===== src/rtl/cr_pkg.sv =====
package cr_pkg;

    typedef enum logic [1:0] {
        LS_IDLE,
        LS_RX,
        LS_ACK,
        LS_TX
    } link_state_e;

    typedef enum logic [1:0] {
        FD_SLAVE,
        FD_ADDR,
        FD_DATA
    } field_e;

    typedef struct packed {
        logic pup1;
        logic wd1;
        logic wd0;
        logic bp;
        logic pup0;
    } nv_bits_t;

    typedef struct packed {
        link_state_e st;
        field_e      fld;
        logic [3:0]  cnt;
        logic [7:0]  sh;
        logic [7:0]  tx;
        logic        rw;
        logic        a8;
        logic        got_data;
        logic        pend;
        logic [7:0]  data;
        logic        oe;
    } link_t;

    typedef struct packed {
        nv_bits_t nv;
        logic     wel;
        logic     rwel;
        logic     req;
        logic     busy_prev;
    } regs_t;

    function automatic logic [7:0] view_byte(nv_bits_t nv, logic rwel, logic wel);
        return {nv.pup1, nv.wd1, nv.wd0, nv.bp, 1'b0, rwel, wel, nv.pup0};
    endfunction

endpackage


===== src/rtl/cr_pin_sync.sv =====
module cr_pin_sync #(
    parameter int STAGES = 2,
    parameter int LINES  = 2
) (
    input  logic             clk,
    input  logic             rst_n,
    input  logic [LINES-1:0] raw_i,
    output logic [LINES-1:0] sync_o,
    output logic [LINES-1:0] prev_o
);

    for (genvar g = 0; g < LINES; g++) begin : g_line
        logic [STAGES:0] chain_q;

        always_ff @(posedge clk or negedge rst_n) begin
            if (!rst_n) chain_q <= '1;
            else        chain_q <= {chain_q[STAGES-1:0], raw_i[g]};
        end

        assign sync_o[g] = chain_q[STAGES-1];
        assign prev_o[g] = chain_q[STAGES];
    end

endmodule


===== src/rtl/cr_link.sv =====
module cr_link
    import cr_pkg::*;
#(
    parameter logic [3:0] PREAMBLE = 4'b1011,
    parameter logic [8:0] REG_ADDR = 9'h1FF
) (
    input  logic       clk,
    input  logic       rst_n,
    input  logic       scl_s,
    input  logic       scl_p,
    input  logic       sda_s,
    input  logic       sda_p,
    input  logic       busy_i,
    input  logic [7:0] rd_byte_i,
    output logic       sda_oe_o,
    output logic       commit_o,
    output logic [7:0] commit_data_o
);

    localparam logic [3:0] BITS_PER_BYTE = 4'd8;

    link_t q, d;
    logic  rise, fall, start, stop, ack;

    always_comb begin
        d        = q;
        commit_o = 1'b0;
        ack      = 1'b0;
        rise     = scl_s & ~scl_p;
        fall     = ~scl_s & scl_p;
        start    = scl_s & scl_p & sda_p & ~sda_s;
        stop     = scl_s & scl_p & ~sda_p & sda_s;

        if (start) begin
            d.st       = LS_RX;
            d.fld      = FD_SLAVE;
            d.cnt      = '0;
            d.oe       = 1'b0;
            d.pend     = 1'b0;
            d.got_data = 1'b0;
        end else if (stop) begin
            commit_o   = q.pend;
            d.st       = LS_IDLE;
            d.oe       = 1'b0;
            d.pend     = 1'b0;
            d.got_data = 1'b0;
        end else begin
            unique case (q.st)
                LS_RX: begin
                    if (rise) begin
                        d.sh  = {q.sh[6:0], sda_s};
                        d.cnt = q.cnt + 4'd1;
                    end else if (fall && q.cnt == BITS_PER_BYTE) begin
                        d.cnt = '0;
                        unique case (q.fld)
                            FD_SLAVE: begin
                                ack  = (q.sh[7:4] == PREAMBLE) && !busy_i;
                                d.rw = q.sh[0];
                                d.a8 = q.sh[1];
                            end
                            FD_ADDR: ack = ({q.a8, q.sh} == REG_ADDR);
                            default: begin
                                ack = !q.got_data;
                                if (ack) begin
                                    d.got_data = 1'b1;
                                    d.pend     = 1'b1;
                                    d.data     = q.sh;
                                end
                            end
                        endcase
                        d.oe = ack;
                        d.st = ack ? LS_ACK : LS_IDLE;
                    end
                end
                LS_ACK: begin
                    if (fall) begin
                        if (q.fld == FD_SLAVE && q.rw) begin
                            d.st  = LS_TX;
                            d.tx  = rd_byte_i;
                            d.oe  = ~rd_byte_i[7];
                            d.cnt = '0;
                        end else begin
                            d.st  = LS_RX;
                            d.oe  = 1'b0;
                            d.fld = (q.fld == FD_SLAVE) ? FD_ADDR : FD_DATA;
                        end
                    end
                end
                LS_TX: begin
                    if (rise) begin
                        d.cnt = q.cnt + 4'd1;
                    end else if (fall) begin
                        if (q.cnt == BITS_PER_BYTE) begin
                            d.st = LS_IDLE;
                            d.oe = 1'b0;
                        end else begin
                            d.tx = {q.tx[6:0], 1'b0};
                            d.oe = ~q.tx[6];
                        end
                    end
                end
                default: ;
            endcase
        end
    end

    always_ff @(posedge clk or negedge rst_n) begin
        if (!rst_n) begin
            q     <= '0;
            q.st  <= LS_IDLE;
            q.fld <= FD_SLAVE;
        end else begin
            q <= d;
        end
    end

    assign sda_oe_o      = q.oe;
    assign commit_data_o = q.data;

    p_oe_rise_scl_low_r11: assert property (@(posedge clk) disable iff (!rst_n)
        $rose(q.oe) |-> !scl_s);

    p_no_ack_busy_r9: assert property (@(posedge clk) disable iff (!rst_n)
        ($rose(q.oe) && q.st == LS_ACK && q.fld == FD_SLAVE) |-> !$past(busy_i));

endmodule


===== src/rtl/cr_regfile.sv =====
module cr_regfile
    import cr_pkg::*;
#(
    parameter logic [4:0] NV_INIT = 5'b0
) (
    input  logic       clk,
    input  logic       rst_n,
    input  logic       commit_i,
    input  logic [7:0] commit_data_i,
    input  logic       busy_i,
    output nv_bits_t   nv_o,
    output logic       wel_o,
    output logic       rwel_o,
    output logic       store_req_o
);

    localparam logic [1:0] OP_STORE = 2'b00;
    localparam logic [1:0] OP_WEL   = 2'b01;
    localparam logic [1:0] OP_RWEL  = 2'b11;

    regs_t      q, d;
    logic [1:0] op;

    always_comb begin
        d           = q;
        d.req       = 1'b0;
        d.busy_prev = busy_i;
        op          = commit_data_i[2:1];

        if (q.busy_prev && !busy_i) begin
            d.wel  = 1'b0;
            d.rwel = 1'b0;
        end else if (commit_i) begin
            if (op == OP_STORE && q.rwel) begin
                d.nv.pup1 = commit_data_i[7];
                d.nv.wd1  = commit_data_i[6];
                d.nv.wd0  = commit_data_i[5];
                d.nv.bp   = commit_data_i[4];
                d.nv.pup0 = commit_data_i[0];
                d.req     = 1'b1;
            end else if (op == OP_WEL) begin
                d.wel = 1'b1;
            end else if (op == OP_RWEL && q.wel) begin
                d.rwel = 1'b1;
            end
        end
    end

    always_ff @(posedge clk or negedge rst_n) begin
        if (!rst_n) begin
            q    <= '0;
            q.nv <= NV_INIT;
        end else begin
            q <= d;
        end
    end

    assign nv_o        = q.nv;
    assign wel_o       = q.wel;
    assign rwel_o      = q.rwel;
    assign store_req_o = q.req;

    p_req_single_r6: assert property (@(posedge clk) disable iff (!rst_n)
        q.req |=> !q.req);

    p_req_needs_rwel_r7: assert property (@(posedge clk) disable iff (!rst_n)
        $rose(q.req) |-> $past(q.rwel));

    p_nv_only_on_req_r7: assert property (@(posedge clk) disable iff (!rst_n)
        (q.nv != $past(q.nv)) |-> q.req);

    p_rwel_after_wel_r5: assert property (@(posedge clk) disable iff (!rst_n)
        $rose(q.rwel) |-> $past(q.wel));

    p_clear_on_done_r10: assert property (@(posedge clk) disable iff (!rst_n)
        (q.busy_prev && !busy_i) |=> (!q.wel && !q.rwel));

endmodule


===== src/rtl/ctrl_reg_serial_if.sv =====
module ctrl_reg_serial_if
    import cr_pkg::*;
#(
    parameter int         SYNC_STAGES = 2,
    parameter logic [3:0] PREAMBLE    = 4'b1011,
    parameter logic [8:0] REG_ADDR    = 9'h1FF,
    parameter logic [4:0] NV_INIT     = 5'b0
) (
    input  logic       clk,
    input  logic       rst_n,
    input  logic       scl_i,
    input  logic       sda_i,
    output logic       sda_oe_o,
    input  logic       store_busy_i,
    output logic       store_req_o,
    output logic [1:0] wd_sel_o,
    output logic [1:0] pup_sel_o,
    output logic       bp_o,
    output logic       wel_o,
    output logic       rwel_o
);

    localparam int LINES = 2;

    logic [LINES-1:0] line_sync, line_prev;
    logic             commit;
    logic [7:0]       commit_data;
    logic [7:0]       rd_byte;
    nv_bits_t         nv;

    cr_pin_sync #(.STAGES(SYNC_STAGES), .LINES(LINES)) i_sync (
        .clk    (clk),
        .rst_n  (rst_n),
        .raw_i  ({sda_i, scl_i}),
        .sync_o (line_sync),
        .prev_o (line_prev)
    );

    cr_link #(.PREAMBLE(PREAMBLE), .REG_ADDR(REG_ADDR)) i_link (
        .clk           (clk),
        .rst_n         (rst_n),
        .scl_s         (line_sync[0]),
        .scl_p         (line_prev[0]),
        .sda_s         (line_sync[1]),
        .sda_p         (line_prev[1]),
        .busy_i        (store_busy_i),
        .rd_byte_i     (rd_byte),
        .sda_oe_o      (sda_oe_o),
        .commit_o      (commit),
        .commit_data_o (commit_data)
    );

    cr_regfile #(.NV_INIT(NV_INIT)) i_regs (
        .clk           (clk),
        .rst_n         (rst_n),
        .commit_i      (commit),
        .commit_data_i (commit_data),
        .busy_i        (store_busy_i),
        .nv_o          (nv),
        .wel_o         (wel_o),
        .rwel_o        (rwel_o),
        .store_req_o   (store_req_o)
    );

    assign rd_byte   = view_byte(nv, rwel_o, wel_o);
    assign wd_sel_o  = {nv.wd1, nv.wd0};
    assign pup_sel_o = {nv.pup1, nv.pup0};
    assign bp_o      = nv.bp;

endmodule


===== config.mk =====
export PLATFORM = sky130hd
export DESIGN_NAME = ctrl_reg_serial_if
export DESIGN_NICKNAME = d
export VERILOG_FILES = /design/src/rtl/cr_pkg.sv /design/src/rtl/cr_pin_sync.sv /design/src/rtl/cr_link.sv /design/src/rtl/cr_regfile.sv /design/src/rtl/ctrl_reg_serial_if.sv
export SDC_FILE = /design/constraint.sdc
export NUM_CORES = 1
export LEC_CHECK = 0
export ABC_AREA = 1
export BUFFER_PORTS_ARGS = -buffer_cell sky130_fd_sc_hd__buf_4
export CAP_MARGIN = 40
export CORE_ASPECT_RATIO = 0.7
export CORE_UTILIZATION = 40
export DETAILED_ROUTE_END_ITERATION = 6
export GPL_ROUTABILITY_DRIVEN = 0
export PLACE_DENSITY_LB_ADDON = 0.12
export SETUP_SLACK_MARGIN = 0.15
export SLEW_MARGIN = 40
export SYNTH_ARGS = -nofsm -noshare
export SYNTH_HDL_FRONTEND = slang
export SYNTH_SLANG_ARGS = --single-unit

===== constraint.sdc =====
create_clock -name clk -period 1.9 [get_ports clk]
set_clock_uncertainty 0.1 [all_clocks]
set_input_delay 0.38 -clock clk [delete_from_list [all_inputs] [get_ports clk]]
set_output_delay 0.38 -clock clk [all_outputs]
set_load 0.01 [all_outputs]

==> metrics <==
Layout Nets approximately 330; Fmax about 0.59 GHz; worst r2r src i_link.q[35]$_DFFE_PN0P_; EDFF count, synth 0; Worst Setup Path Type reg -> reg; Worst Setup End Kind flip-flop; PD cells 1040 nW/µm²; remaining global-route overflow 0; most frequent standard cell in the layout excluding fill and tap cells nand2_1; Power, Total 3.03 mW; Final Critical Period around 1.7 ns; switch share 37.0%; post-synthesis net count 295; first-pass GRT wire length around 8.3 mm; Die Ht 66.7 µm; drt initial violations 85; wire length per cell 13.0 µm; total negative slack 0 ns; failing checks DRC, hold timing; R2R Setup Slk 0.21 ns; DIE WIDTH 94.5 µm; number of routed nets with antenna violations 0; dpl ws 0.0817 ns; Pleak 1.46 nW; HPWL Detailed 3.55 mm; worst-skew pair later-pin latency a little over 0.3 ns; Layout area overhead 21.6%; sequential area share after synthesis a little over half; Die Area ~6300 µm²; Worst-Margin Slew about 0.63 ns; depth of the worst register-to-register path 9; # IOs 14; Reg clk slew, reported paths 0.10 ns; Slew Limit Fails 0; TritonRoute pass-1 iters 6; Max-cap violations 0; Reg power frac 46.1%; Switch Pwr 1.12 mW; CTS buffer count 5; worst-case clock buffer depth 2; Critical R2R Capture i_link.q[36]$_DFFE_PN0P_; average size of a mapped cell 8.43 µm²; clock sink total 50; total track usage between 10% and 20%; dpl cells about 370; Logic pwr share 32.4%; DR DRC count 2; Worst EP arrival 1.78 ns; Finished Layout Cells 391; Port Buffers 13; largest net degree at the start of global routing 51; Tightest Hold Check Type in -> async; Clock Power Share 21.5%; fin crit share 88.9%; most frequent cells in the layout 66 x nand2_1, 41 x dfrtp_1, 40 x inv_1; # hold bufs at CTS 0; setup violators final 0; CTS tree yes; VDD IR max 0.000482 V; Vias/cell 4.72; routed via count 1844; final worst slack 0.211 ns; # diodes 0; Max FO, Critical Path 6; Rel. slew slack 57.7%; root buffer cell clkbuf_8; final hold violations 38; vias in the first global route 1643; RSZ-0062 raised after global routing true; Setup crit start kind flip-flop; final wirelength 5.09 mm; H-tree levels 2; Cells after Synth 284; Netlist cell types 29; cell row count 23; Pint 1.91 mW; Critical Path RT 1.99 ns; Yosys reg bits 50; share of cells above drive strength 1 between 20% and 30%; initial antenna violation count 0; Starting Density 41.6%; Synth Flop Type dfrtp_1; status finished with violations; Post-synth ARST share 100%; Ys Warns 0; Post-Synthesis Cell Area roughly 2400 µm²; Floorplan Core Area 5760 µm²; Hold WS -0.0164 ns
==> Yosys cell counts (3+ instances only) <==
cell	instances	area, µm²
o21ai_0	24	120
buf_4	4	30.0
inv_1	46	173
o31ai_1	3	22.5
nand4_1	5	31.3
nand3_1	12	60.1
ha_1	6	75.1
nor2_1	24	90.1
dfstp_2	6	158
nor2_2	3	18.8
dfrtp_1	44	1100
nand2_1	70	263
a21oi_1	11	55.1
o21ai_1	5	25.0
nand4_2	3	37.5
==> state kept, by name (all words and copies together) (netlist names) <==
name	flops
i_regs.store_req_o	1
i_sync.g_line.chain_q	6
i_regs.rwel_o	1
i_regs.wel_o	1
i_regs.nv_o	5
i_link.commit_data_o	7
i_link.sda_oe_o	1
i_regs.q	1
i_link.q	27
==> stage by stage <==
step | cell area (µm²) | utilization (%)
final | 2910 | 50.6
after global routing | 2910 | 50.6
after CTS | 2750 | 47.8
after detailed placement | 2590 | 45.1
after global placement | 2590 | 45.1
after floorplan | 2390 | -
==> metal layers <==
layer  GRT usage (%)  vias up  part of all wire [%]
li1                -      959                     -
met1            28.5      854                    56
met2            22.8       25                    39
met3            4.11        6                   3.7
met4            4.55        0                   1.0
met5               0        -                     0
==> layout make-up <==
type | count | area [µm²]
clock buffers | 5 | 68.8
clock inverters | 3 | 23.8
fillers | 573 | 2850
inverters | 47 | 179
multi-input cells | 180 | 1050
flip-flops and latches | 50 | 1260
well taps | 75 | 93.8
repair buffers | 31 | 233
==> cell families (layout without fill, tap and decap cells) <==
family	Yosys count	in the layout	synth area share, %
AOI/OAI and AO/OA	48	48	10.8
xor gates and xnor gates	2	2	0.732
adders and majority gates	6	6	3.14
buffers and inverters	54	86	9.20
DFF	50	50	52.6
muxes	2	2	0.941
and+or+nand+nor	122	122	22.6
==> worst max path at each step <==
stage,startpoint,end,cells after the start
after detailed placement,i_link.q[35]$_DFFE_PN0P_,i_link.q[36]$_DFFE_PN0P_,10
final,i_link.q[35]$_DFFE_PN0P_,i_link.q[36]$_DFFE_PN0P_,9
after CTS,i_sync.g_line[0].chain_q[2]$_DFF_PN1_,i_link.q[36]$_DFFE_PN0P_,7
after global placement,i_link.q[35]$_DFFE_PN0P_,i_link.q[36]$_DFFE_PN0P_,10
after global routing,i_sync.g_line[0].chain_q[2]$_DFF_PN1_,i_link.commit_data_o[7]$_DFFE_PN0P_,7
after floorplan,i_link.q[35]$_DFFE_PN0P_,i_link.q[36]$_DFFE_PN0P_,9
==> power groups by stage <==
stage,registers [mW],clock network (mW),logic [mW]
global placement,1.39,0,0.808
finish,1.40,0.650,0.981
detailed placement,1.40,0,0.807
global route,1.43,0.719,1.12
CTS,1.38,0.678,0.881
floorplan,1.36,0,0.587
==> repair_timing <==
item	in CTS	in global routing
pin swaps	5	11
gates resized for setup	13	27
endpoints found under the setup margin	17	28
setup buffers	2	9
cloned	0	0
==> critical path, cell delays in order, from the launching register on <==
cell	delay (ns)
dfrtp_2	0.46
ha_2	0.26
nor2_4	0.11
buf_4	0.12
nor2_1	0.04
o21bai_1	0.15
nand2_1	0.08
nand3_1	0.11
nand2_1	0.07
o21ai_0	0.07
No activity file was read; power rests on OpenSTA's default activity.
